`config.mk`:
```
export PLATFORM = sky130hd
export DESIGN_NAME = hsb_coupler
export DESIGN_NICKNAME = d
export VERILOG_FILES = /design/src/rtl/hsb_pkg.sv /design/src/rtl/hsb_sync.sv /design/src/rtl/hsb_core.sv /design/src/rtl/hsb_proto.sv /design/src/rtl/hsb_coupler.sv
export SDC_FILE = /design/constraint.sdc
export NUM_CORES = 1
export LEC_CHECK = 0
export ABC_AREA = 1
export BUFFER_PORTS_ARGS = -buffer_cell sky130_fd_sc_hd__buf_2
export CORE_AREA = 4 4 41 43
export CTS_CLUSTER_SIZE = 8
export DETAILED_ROUTE_END_ITERATION = 8
export DIE_AREA = 0 0 45 47
export SLEW_MARGIN = 20
export SYNTH_ARGS = -nofsm -noshare
export SYNTH_HDL_FRONTEND = slang
export SYNTH_SLANG_ARGS = --single-unit
```
`constraint.sdc`:
```
create_clock -name clk -period 1.4 [get_ports clk]
set_input_delay 0.21 -clock clk [delete_from_list [all_inputs] [get_ports clk]]
set_output_delay 0.21 -clock clk [all_outputs]
set_load 0.01 [all_outputs]
```
`src/rtl/hsb_pkg.sv`:
```
package hsb_pkg;
  // Controller state: both handshake outputs plus three phase bits
  typedef struct packed {
    logic       lack;
    logic       rreq;
    logic [2:0] ph;
  } hsb_state_t;

  localparam hsb_state_t HSB_RESET = '{lack: 1'b0, rreq: 1'b0, ph: 3'b111};
endpackage

```
`src/rtl/hsb_sync.sv`:
```
module hsb_sync #(
  parameter int STAGES = 2
) (
  input  logic clk,
  input  logic rst,
  input  logic d,
  output logic q
);
  generate
    if (STAGES == 0) begin : g_pass
      assign q = d;
    end else begin : g_chain
      logic [STAGES-1:0] ff;
      always_ff @(posedge clk) begin
        if (rst) begin
          ff <= '0;
        end else begin
          ff[0] <= d;
          for (int i = 1; i < STAGES; i++) ff[i] <= ff[i-1];
        end
      end
      assign q = ff[STAGES-1];
    end
  endgenerate
endmodule

```
`src/rtl/hsb_core.sv`:
```
module hsb_core
  import hsb_pkg::*;
(
  input  logic clk,
  input  logic rst,
  input  logic lreq,
  input  logic rack,
  output logic lack,
  output logic rreq
);
  hsb_state_t st, nx;

  // Every state bit is recomputed each cycle from the current state
  always_comb begin
    nx.lack  = (st.lack & (st.ph[2] | st.ph[0])) | ~st.ph[1];
    nx.rreq  = st.ph[2] & ((st.ph[0] & (st.lack | lreq)) | st.rreq);
    nx.ph[0] = (st.ph[0] & (~st.ph[1] | ~st.lack)) | (~st.rreq & st.ph[2]);
    nx.ph[1] = ~lreq & (st.ph[0] | st.ph[1]);
    nx.ph[2] = ~rack & ((~st.ph[0] & (~st.ph[1] | ~st.lack)) | st.ph[2]);
  end

  always_ff @(posedge clk) begin
    if (rst) st <= HSB_RESET;
    else     st <= nx;
  end

  assign lack = st.lack;
  assign rreq = st.rreq;
endmodule

```
`src/rtl/hsb_proto.sv`:
```
module hsb_proto (
  input  logic clk,
  input  logic rst,
  input  logic lreq,
  input  logic rack,
  input  logic lack,
  input  logic rreq,
  output logic err_l,
  output logic err_r
);
  logic lreq_q, rack_q;
  logic bad_l, bad_r;

  // Left request may only move to the opposite of the acknowledge;
  // right acknowledge may only move to follow the request.
  assign bad_l = (lreq != lreq_q) && (lreq == lack);
  assign bad_r = (rack != rack_q) && (rack != rreq);

  always_ff @(posedge clk) begin
    if (rst) begin
      lreq_q <= 1'b0;
      rack_q <= 1'b0;
      err_l  <= 1'b0;
      err_r  <= 1'b0;
    end else begin
      lreq_q <= lreq;
      rack_q <= rack;
      err_l  <= err_l | bad_l;
      err_r  <= err_r | bad_r;
    end
  end
endmodule

```
`src/rtl/hsb_coupler.sv`:
```
module hsb_coupler #(
  parameter int SYNC_STAGES = 2
) (
  input  logic clk,
  input  logic rst,
  input  logic lreq_i,
  input  logic rack_i,
  output logic lack_o,
  output logic rreq_o,
  output logic err_left_o,
  output logic err_right_o
);
  logic lreq_s, rack_s;

  hsb_sync #(.STAGES(SYNC_STAGES)) u_sync_l (
    .clk(clk), .rst(rst), .d(lreq_i), .q(lreq_s)
  );
  hsb_sync #(.STAGES(SYNC_STAGES)) u_sync_r (
    .clk(clk), .rst(rst), .d(rack_i), .q(rack_s)
  );

  hsb_core u_core (
    .clk(clk), .rst(rst), .lreq(lreq_s), .rack(rack_s),
    .lack(lack_o), .rreq(rreq_o)
  );

  hsb_proto u_proto (
    .clk(clk), .rst(rst), .lreq(lreq_s), .rack(rack_s),
    .lack(lack_o), .rreq(rreq_o), .err_l(err_left_o), .err_r(err_right_o)
  );
endmodule

```
==> metrics.md, run 1 <==
| Metric | Value |
|---|---|
| CP max stage cell | dfxtp_1 |
| Hold Crit Start | rack_i |
| Initial antenna violation count | 0 |
| Gr ovfl total | 0 |
| CP bufs+invs | 2 |
| Most frequent cells in the layout | inv_1 (15), dfxtp_1 (13), nand2_1 (7), buf_2 (7), nor2_1 (5) |
| Placeable Area | 0.001301 sq mm |
| Crit path launch type | register |
| Setup CP Type | register to register |
| WHS Path Cells | 3 |
| 1st-iter DRT viols | 4 |
| Type of the most critical hold path | input pin to register |
| Status | finished clean |
| P_int | 0.5192 mW |
| R2R cell count | 5 |
| Residual DRC count | 0 |
| Clock tree buffer depth | 2 |
| Post-DR wirelength/cell | 8.190 microns |
| Top Ports | 8 |
| IO Port Bufs | 7 |
| Worst-Skew Late Latency | 0.27 ns |
| Worst Path Max Fanout | 3 |
| Clock network power share | 33.4% |
| Setup TNS | 0 ns |
| Die height | 47 microns |
| Sequential Power Share | 58.7% |
| Antenna viol nets, final | 0 |
| Tcrit/Tclk final | 70.84% |
| DIE AREA | 0.002115 sq mm |
| CTS tree | built |
| Post-layout util | 42.21% |
| Router iterations before antenna repair | 4 |
| Pleak | 0.2714 nW |
| Overall routing resource usage | 9.062% |
| Final WL | 688 microns |
| Synthesized instance count | 59 |
| Largest family of logic cells by synthesized area | simple AND/OR/NAND/NOR gates |
| Clk slew on worst S/H paths | 0.07 ns |
| CP required | 1.62 ns |
| WP data arrival | 1.21 ns |
| Critical Path, Cell by Cell | inv_1 > ha_1 > inv_1 > nand3_1 > a21oi_2 |
| Final Max Slew Viols | 0 |
| Largest net degree at the start of global routing | 12 |
| Clk_skew | 0.0009456 ns |
| Crit-path most repeated cell | inv_1 |
| Post-Synth Adder-Cell Area | 2.604% |
| Dpl hpwl | 513.6 microns |
| Vias | 352 |
| Yosys warns | 0 |
| Max stage delay on crit path | 0.34 ns |
| Initial Util | 36.92% |
| Num CTS Buffers | 3 |
| CTS Sinks | 13 |
| Number of global-route vias before repair | 333 |
| Mapped cell area | 480.5 sq um |
| Max Fclk | 1008 MHz |
| Cell area after layout | 549.3 sq um |
| GP Congestion | 0.7207 |
| Xor/xnor share of the synthesized area | 0% |
| Syn Area/Cell | 8.143 sq um |
| CTS Hold Buffers Added | 0 |
| Antenna diodes | 0 |
| Final Power | 0.6740 mW |
| Nets | 75 |
| Top Family by Delay on Critical Path | flip-flops |
| Synth-to-layout area growth | 14.32% |
| Post-CTS Resized | 0 |
| First-pass GRT wire length | 1.269 mm |
| Post-CTS setup buffers | 0 |
| CTS root buffer | clkbuf_4 |
| Crit. Startpoint | u_core.lack |
| Max H-tree Level | 1 |
| Sw Share | 22.97% |
| Syn_nets | 64 |
| Combinational Power Share | 7.8% |
| CP endpoint kind | register |
| Endpoints failing setup | 0 |
| Reg-to-Reg End | u_proto.err_l |
| Hold Fails Final Rpt | 0 |
| Vias/cell | 4.190 |
| Die W | 45 microns |
| Net Switching | 0.1548 mW |
| Row count | 13 |
| RSZ-0062 raised after global routing | no |
| Worst-Margin Slew | 0.2180 ns |
| Post-Synth Simple-Gate Area | 16.15% |
| Placed cell area | 523.0 sq um |
| Tmin final | 0.9918 ns |
| Fraction of layout cells with a size suffix above 1 | 23.19% |
| Distinct cells, synth | 14 |
| Mux cell area share after synthesis | 0% |
| Yosys reg bits | 13 |
| Filler cells | 153 |
| Worst flop-to-flop path startpoint | u_core.lack |
| Peak VDD IR | 0.0005130 V |
| Flop-to-flop setup slack | 0.41 ns |
| Most common cell after layout, fill and taps aside | inv_1 |
| Max Cap Viol | 0 |
| Power density over the cells | 1227 mW/mm^2 |
| Sequential share of the synthesized area | 54.17% |
| Hold endpoint | u_sync_r.g_chain.ff[0] |
| Synth Area in Compound Gates | 11.46% |
| Relative slew margins | 85.47% |
worst reg2reg max path: cells and delay by family (launching register included):
| family | cells | cell delay (ns) |
|---|---|---|
| AO/OA/AOI/OAI | 1 | 0.11 |
| flip-flops | 1 | 0.34 |
| buffers and inverters | 2 | 0.11 |
| adder cells (fa/ha/maj) | 1 | 0.29 |
| AND/OR/NAND/NOR | 1 | 0.08 |
power by group through the flow:
stage	logic (mW)	registers (mW)	clock network [mW]
floorplan	0.0362	0.407	0
global placement	0.0534	0.405	0
detailed placement	0.0540	0.405	0
CTS	0.0542	0.396	0.236
global route	0.0625	0.399	0.248
finish	0.0529	0.396	0.225
cell type report:
cell class / instances / area [sq um] / area share (%)
timing repair buffer: 7 / 35.03 / 6.378
tap: 15 / 18.77 / 3.417
multi-input combinational: 28 / 145.1 / 26.42
clock buffer: 4 / 26.28 / 4.784
sequential: 13 / 260.3 / 47.38
inverter: 17 / 63.81 / 11.62
metrics by stage:
step | cells | worst slack, ns | hold WS [ns]
2_1_floorplan | 59 | 0.3883 | 0.3170
3_3_place_gp | 80 | 0.4386 | 0.3936
3_5_place_dp | 80 | 0.4120 | 0.3944
4_1_cts | 84 | 0.3926 | 0.1335
5_1_grt | 84 | 0.3046 | 0.1537
6_report | 84 | 0.4082 | 0.1347
sequential cells by signal, indices dropped and copies added, names as in the netlist:
register             cells
u_proto.rack_q           1
u_sync_r.g_chain.ff      2
u_core.rreq              1
u_sync_l.g_chain.ff      2
u_core.st                3
u_proto.err_l            1
u_core.lack              1
u_proto.lreq_q           1
u_proto.err_r            1
Yosys cell counts (all sizes together):
cell	number	area, sq um
nand2	7	26.28
inv	17	63.81
ha	1	12.51
nand3	4	20.02
dfxtp	13	260.3
o21ai	3	15.01
nor2	7	31.28
buf	1	11.26
o21bai	1	7.510
a21oi	5	32.53
per-layer routing:
metal  vias up  track usage, %  routed length [microns]
met3         4           3.831                       46
met4         0           12.28                       30
met5         -               0                        0
met2         8           10.73                      267
li1        193               -                        -
met1       147           10.42                      343
worst max-delay path by stage:
stage,endpoint,slack (ns),cells after the start
3_3_place_gp,u_proto.err_l,0.44,5
3_5_place_dp,u_proto.err_l,0.41,5
4_1_cts,u_proto.err_l,0.39,5
6_report,u_proto.err_l,0.41,5
2_1_floorplan,u_proto.err_l,0.39,5
5_1_grt,u_proto.err_l,0.30,5
cell families (layout without fill, tap and decap cells):
group / count (synthesis) / after routing
and+or+nand+nor: 18 / 18
buffers and inverters: 18 / 28
DFF: 13 / 13
AOI/OAI and AO/OA: 9 / 9
adders and majority gates: 1 / 1
(Power assumes the default switching activity.)
==> inputs of run 2 (changes only) <==
ABC_AREA = 0   (was 1)
clock period = 0.9 ns   (was 1.4 ns; I/O delays follow)
==> run 2 against run 1 <==
Compared with the run above:
- the flow now finishes with violations (setup timing)
- via count decreased by 4.8%
- wire length increased by 18%
- critical path depth decreased by 2
- die area unchanged
- clock power increased by 52%
- synthesized area decreased by 8.9%
- worst hold slack got worse by 0.058 ns
- utilization increased by 5.6 points
- sequential cell count unchanged
- synthesized cell count decreased by 29%
- combinational power increased by 110%
- largest cell class unchanged
- highest routed layer is now met3
==> metrics.md, run 2 <==
| Metric | Value |
|---|---|
| Type of the most critical hold path | input pin to register |
| EDFF count, synth | 0 (unchanged) |
| Syn_nets | 47 (-27%) |
| Row count | 13 (unchanged) |
| Relative slew margins | 89.14% (+3.7 points) |
| IO Port Bufs | 7 (unchanged) |
| R2R cell count | 5 (unchanged) |
| Router iterations before antenna repair | 2 (-2) |
| Flop-to-flop setup slack | -0.13 ns (-0.54 ns) |
| CTS Sinks | 13 (unchanged) |
| Nets | 65 (-13%) |
| First-pass GRT wire length | 1.462 mm (+15%) |
| Cell accounting for the most synthesized area | dfxtp_1 |
| Endpoints failing setup | 5 (+5) |
| GP Congestion | 0.6312 (-12%) |
| CTS Hold Buffers Added | 0 (unchanged) |
| Max FFs per register | 3 (unchanged) |
| Violated checks | setup timing |
| Synth top area share | 59.43% (+5.3 points) |
| CP endpoint kind | output port |
| Tmin final | 1.058 ns |
| Worst Path Max Fanout | 2 (-1) |
| Distinct cells, synth | 15 (+1) |
| Max H-tree Level | 1 (unchanged) |
| Vias/cell | 4.527 (+8.0%) |
| Die W | 45 microns (unchanged) |
| Antenna viol nets, final | 0 (unchanged) |
| CTS tree | built |
| Pleak | 0.2796 nW (+3.0%) |
| Hold endpoint | u_sync_r.g_chain.ff[0] |
| Post-synth top cells | dfxtp_1 (13), nor2_1 (6), inv_1 (5), nor2b_1 (5) |
| Yosys reg bits | 13 (unchanged) |
| Most frequent cell after synthesis | dfxtp_1 |
| Yosys warns | 0 (unchanged) |
| Number of global-route vias before repair | 366 (+9.9%) |
| Placed instance count | 68 (-15%) |
| 1st-iter DRT viols | 2 (-2) |
| Largest net degree at the start of global routing | 9 (-3) |
| Peak VDD IR | 0.0009738 V (+90%) |
| RSZ-0062 raised after global routing | yes |
| Most common cell after layout, fill and taps aside | dfxtp_1 |
| Placeable Area | 0.001301 sq mm (unchanged) |
| Top Ports | 8 (unchanged) |
| Worst flop-to-flop path startpoint | u_core.lack |
| Synth-to-layout area growth | 42.00% |
| Hold slack | 0.07713 ns (-0.05752 ns) |
| Worst-Margin Slew | 0.1627 ns (-0.05530 ns) |
| Setup CP Type | register to output port |
| Final Max Slew Viols | 0 (unchanged) |
| Final WL | 813 microns (+18%) |
| Most frequent cells in the layout | dfxtp_1 (7), nor2_1 (6) |
| Mapped cell area | 437.9 sq um (-8.9%) |
| Syn Area/Cell | 10.43 sq um (+28%) |
| WHS Path Cells | 2 (-1) |
| Placed cell area | 524.3 sq um (+0.24%) |
| Die height | 47 microns (unchanged) |
| Worst-Skew Late Latency | 0.27 ns (about the same) |
| Biggest regs | u_core.st (3), u_sync_l.g_chain.ff (2), u_sync_r.g_chain.ff (2) |
| Num CTS Buffers | 3 (unchanged) |
| Hold Crit Start | rack_i |
| Sequential share of the synthesized area | 59.43% (+5.3 points) |
| CTS root buffer | clkbuf_4 |
| Power density over the cells | 1734 mW/mm^2 (+41%) |
| Synthesized instance count | 42 (-29%) |
| Final Power | 1.078 mW (+60%) |
| Vias | 335 (-4.8%) |
| DIE AREA | 0.002115 sq mm (unchanged) |
| Clk slew on worst S/H paths | 0.07 ns (about the same) |
| Gr ovfl total | 0 (unchanged) |
| Reg-to-Reg End | u_proto.err_l |
| Synth top area cells | dfxtp_1 (59%), nor2b_1 (7.1%), nor2_1 (5.1%), a221o_1 (4.6%), inv_1 (4.3%) |
| Initial Util | 33.65% (-3.3 points) |
| Setup TNS | -0.5474 ns (-0.5474 ns) |
| WP data arrival | 0.92 ns (-0.29 ns) |
| Post-synth top flop | dfxtp_1 |
| Residual DRC count | 0 (unchanged) |
| Post-route setup slack | -0.1579 ns (-0.5661 ns) |
| Clk_skew | 0.001485 ns (+0.0005392 ns) |
| Post-DR wirelength/cell | 10.99 microns (+34%) |
| Max Cap Viol | 0 (unchanged) |
| Cell area after layout | 621.8 sq um (+13%) |
| Max Fclk | 945.3 MHz |
| Hold Fails Final Rpt | 0 (unchanged) |
| Tcrit/Tclk final | 117.5% |
| Status | finished with violations |
| CP required | 0.76 ns (-0.86 ns) |
| Dpl hpwl | 535.7 microns (+4.3%) |
| Biggest register | u_core.st |
| Clock tree buffer depth | 2 (unchanged) |
| Ys async rst share | 0% (unchanged) |
| Initial antenna violation count | 0 (unchanged) |
| Crit path launch type | register |
| Antenna diodes | 0 (unchanged) |
| Final Non-Filler Cells | 74 (-12%) |
| Fraction of layout cells with a size suffix above 1 | 45.76% (+23 points) |
| Overall routing resource usage | 10.25% (+1.2 points) |
run 2: cell count changes after synthesis, sizes merged:
cell / before / now
a211o: 0 / 1
o21ai: 3 / 2
nor2b: 0 / 5
a21oi: 5 / 1
nand3: 4 / 0
xor2: 0 / 1
o21bai: 1 / 0
inv: 17 / 5
nand2: 7 / 1
o211a: 0 / 1
o311a: 0 / 1
nor2: 7 / 6
a221o: 0 / 2
a22o: 0 / 1
run 2: metal layers:
layer	share of wire, %	up-vias	track usage (%)	wire length [microns]
li1	-	174	-	-
met1	40	152	9.931	329
met2	52	9	17.51	424
met3	7.3	0	5.747	59
met4	0	0	5.263	0
met5	0	-	0	0
run 2: power breakdown:
| group | total (mW) | switching (mW) | internal, mW |
|---|---|---|---|
| clock network | 0.343 | 0.172 | 0.172 |
| logic | 0.111 | 0.0451 | 0.0660 |
| registers | 0.624 | 0.0202 | 0.603 |
| total | 1.08 | 0.237 | 0.841 |
run 2: how the worst max path moves through the flow:
stage / end / cells after the start / slack [ns] / from
global placement: u_proto.err_l / 4 / -0.02 / u_sync_l.g_chain.ff[1]
finish: lack_o / 3 / -0.16 / u_core.lack
global route: lack_o / 3 / -0.20 / u_core.lack
detailed placement: u_proto.err_l / 4 / -0.04 / u_sync_l.g_chain.ff[1]
CTS: lack_o / 3 / -0.17 / u_core.lack
floorplan: u_proto.err_l / 4 / -0.05 / u_core.lack
run 2: cell families after synthesis:
family / synth area share [%]
XOR/XNOR: 2.000
flip-flops: 59.43
AO/OA/AOI/OAI: 16.57
AND/OR/NAND/NOR: 13.14
buffers and inverters: 6.001
adder cells (fa/ha/maj): 2.857
run 2: critical path: stages, from the launching register on:
cell     delay [ns]
dfxtp_2        0.33
buf_6          0.11
buf_6          0.10
buf_6          0.11
run 2: cell type report:
type	instances	area (sq um)
Fill cell	136	679.4
Sequential cell	13	270.3
Multi-Input combinational cell	23	171.4
Timing Repair Buffer	14	113.9
Clock buffer	4	26.28
Inverter	5	21.27
Tap cell	15	18.77
run 2: stage by stage:
stage | utilization [%] | setup WS [ns]
6_report | 47.79 | -0.1579
5_1_grt | 47.79 | -0.2022
4_1_cts | 45.77 | -0.1664
3_5_place_dp | 40.29 | -0.03744
3_3_place_gp | 40.29 | -0.02239
2_1_floorplan | - | -0.05279
run 2: timing repair:
action	4_1_cts	5_1_grt
endpoints found under the hold margin	0	0
setup buffers	1	1
pin swaps	1	1
resized for setup	10	6
endpoints found under the setup margin	5	9
==> inputs of run 3 (changes only) <==
MAX_ROUTING_LAYER = met4   (was default)
==> run 3 against run 2 <==
Compared with the run above:
- worst hold slack barely moved
- worst setup slack got worse by 0.00059 ns
- first-iteration DRC count is the same
- non-clock buffer count is the same
- via count is 0.30% higher
- clock power barely moved
- critical path depth did not move
- critical endpoint unchanged
- wire length is 0.37% higher
- largest cell class unchanged
- fmax barely moved
- the flow still finishes with violations (setup timing)
- cell area stayed put
- power about the same
- critical path type unchanged
==> metrics.md, run 3 (synthesis gave the netlist of run 2 again) <==
| Metric | Value |
|---|---|
| Tcrit/Tclk final | 117.6% (about the same) |
| Die W | 45 microns (unchanged) |
| Antenna diodes | 0 (unchanged) |
| CP endpoint kind | output port |
| Num CTS Buffers | 3 (unchanged) |
| Final WL | 816 microns (+0.37%) |
| Post-DR wirelength/cell | 11.03 microns (+0.37%) |
| Overall routing resource usage | 10.58% (+0.34 points) |
| WP data arrival | 0.92 ns (about the same) |
| DIE AREA | 0.002115 sq mm (unchanged) |
| Placeable Area | 0.001301 sq mm (unchanged) |
| Flop-to-flop setup slack | -0.13 ns (about the same) |
| Number of global-route vias before repair | 365 (-0.27%) |
| Clock tree buffer depth | 2 (unchanged) |
| Biggest register | u_core.st |
| Clk slew on worst S/H paths | 0.07 ns (about the same) |
| Sequential cell area | 270.3 sq um (unchanged) |
| Critical Path, Cell by Cell | buf_6 > buf_6 > buf_6 |
| Max Fclk | 944.8 MHz (about the same) |
| 1st-iter DRT viols | 2 (unchanged) |
| Status | finished with violations |
| Worst flop-to-flop path startpoint | u_core.lack |
| Final Non-Filler Cells | 74 (unchanged) |
| Top Ports | 8 (unchanged) |
| Router iterations before antenna repair | 2 (unchanged) |
| Row count | 13 (unchanged) |
| Setup TNS | -0.5474 ns (+0.00005500 ns) |
| Tmin final | 1.058 ns (+0.0005930 ns) |
| Largest net degree at the start of global routing | 9 (unchanged) |
| Power density over the cells | 1735 mW/mm^2 (about the same) |
| Pleak | 0.2796 nW (unchanged) |
| Relative slew margins | 89.14% (unchanged) |
| Worst-Margin Slew | 0.1627 ns (unchanged) |
| Nets | 65 (unchanged) |
| Most frequent cells in the layout | dfxtp_1 (7), nor2_1 (6) |
| Vias | 336 (+0.30%) |
| Worst-Skew Late Latency | 0.27 ns (about the same) |
| Setup CP Type | register to output port |
| IO Port Bufs | 7 (unchanged) |
| Dpl hpwl | 535.7 microns (unchanged) |
| Max FFs per register | 3 (unchanged) |
| Peak VDD IR | 0.0009741 V (about the same) |
| Crit-path most repeated cell | buf_6 |
| Max H-tree Level | 1 (unchanged) |
| Most common cell after layout, fill and taps aside | dfxtp_1 |
| Max stage delay on crit path | 0.33 ns (about the same) |
| GP Congestion | 0.6362 (+0.79%) |
| Max Cap Viol | 0 (unchanged) |
| Crit path launch type | register |
| Vias/cell | 4.541 (+0.30%) |
| Hold Fails Final Rpt | 0 (unchanged) |
| Post-route setup slack | -0.1585 ns (-0.0005930 ns) |
| Violated checks | setup timing |
| Hold endpoint | u_sync_r.g_chain.ff[0] |
| Final Max Slew Viols | 0 (unchanged) |
| Clk_skew | 0.001415 ns (-0.00006969 ns) |
| CTS Sinks | 13 (unchanged) |
| RSZ-0062 raised after global routing | yes |
| Antenna viol nets, final | 0 (unchanged) |
| Residual DRC count | 0 (unchanged) |
| R2R cell count | 5 (unchanged) |
| CP bufs+invs | 3 (unchanged) |
| Worst Path Max Fanout | 2 (unchanged) |
| Die height | 47 microns (unchanged) |
| Initial Util | 33.65% (unchanged) |
| CP max stage cell | dfxtp_2 |
| CP required | 0.76 ns (about the same) |
| Pre-CTS WS | -0.03744 ns (unchanged) |
| WHS Path Cells | 2 (unchanged) |
| Initial antenna violation count | 0 (unchanged) |
| Placed instance count | 68 (unchanged) |
| CTS tree | built |
| CTS root buffer | clkbuf_4 |
| Multi-input gate area | 171.4 sq um (unchanged) |
| Biggest regs | u_core.st (3), u_sync_l.g_chain.ff (2), u_sync_r.g_chain.ff (2) |
| Gr ovfl total | 0 (unchanged) |
| Crit. Startpoint | u_core.lack |
| Synth-to-layout area growth | 42.00% (unchanged) |
| Fraction of layout cells with a size suffix above 1 | 45.76% (unchanged) |
| Top Family by Delay on Critical Path | flip-flops |
| Reg-to-Reg End | u_proto.err_l |
| First-pass GRT wire length | 1.462 mm (unchanged) |
| Type of the most critical hold path | input pin to register |
| Filler cells | 136 (unchanged) |
| Hold Crit Start | rack_i |
| Endpoints failing setup | 5 (unchanged) |
==> run 3: how the worst max path moves through the flow <==
stage | to | slack, ns | depth (start not counted)
floorplan | u_proto.err_l | -0.05 | 4
global placement | u_proto.err_l | -0.02 | 4
detailed placement | u_proto.err_l | -0.04 | 4
CTS | lack_o | -0.17 | 3
global route | lack_o | -0.20 | 3
finish | lack_o | -0.16 | 3
==> run 3: power by group <==
group          leakage [nW]  switching [mW]  internal, mW  total, mW
Combinational         0.155          0.0451        0.0660      0.111
Sequential            0.109          0.0203         0.603      0.624
Clock                0.0150           0.172         0.172      0.344
==> run 3: repair_timing <==
action,in CTS,in global routing
hold buffers,0,0
buffers inserted,1,1
endpoints found under the setup margin,5,9
resized for setup,10,6
pin swaps,1,1
gates cloned,0,0
==> run 3: through the flow <==
step	total power, mW	utilization, %	hold slack [ns]	instance area [sq um]
detailed placement	0.7204	40.29	0.3580	524.3
global route	1.153	47.79	0.09450	621.8
finish	1.079	47.79	0.07679	621.8
CTS	1.096	45.77	0.06358	595.6
global placement	0.7179	40.29	0.3500	524.3
floorplan	0.6815	-	0.2632	440.4
==> run 3: final cells by class <==
class / instances / share of cell area [%]
Timing Repair Buffer: 14 / 18.31
Multi-Input combinational cell: 23 / 27.57
Tap cell: 15 / 3.018
Clock buffer: 4 / 4.225
Sequential cell: 13 / 43.46
Inverter: 5 / 3.421
==> run 3: metal layers <==
layer  vias up  track usage (%)  routed length (microns)
met2         9            17.51                      419
li1        174                -                        -
met3         2            5.747                       60
met4         0            5.263                        6
met1       151            9.931                      330
met5         -                -                        0
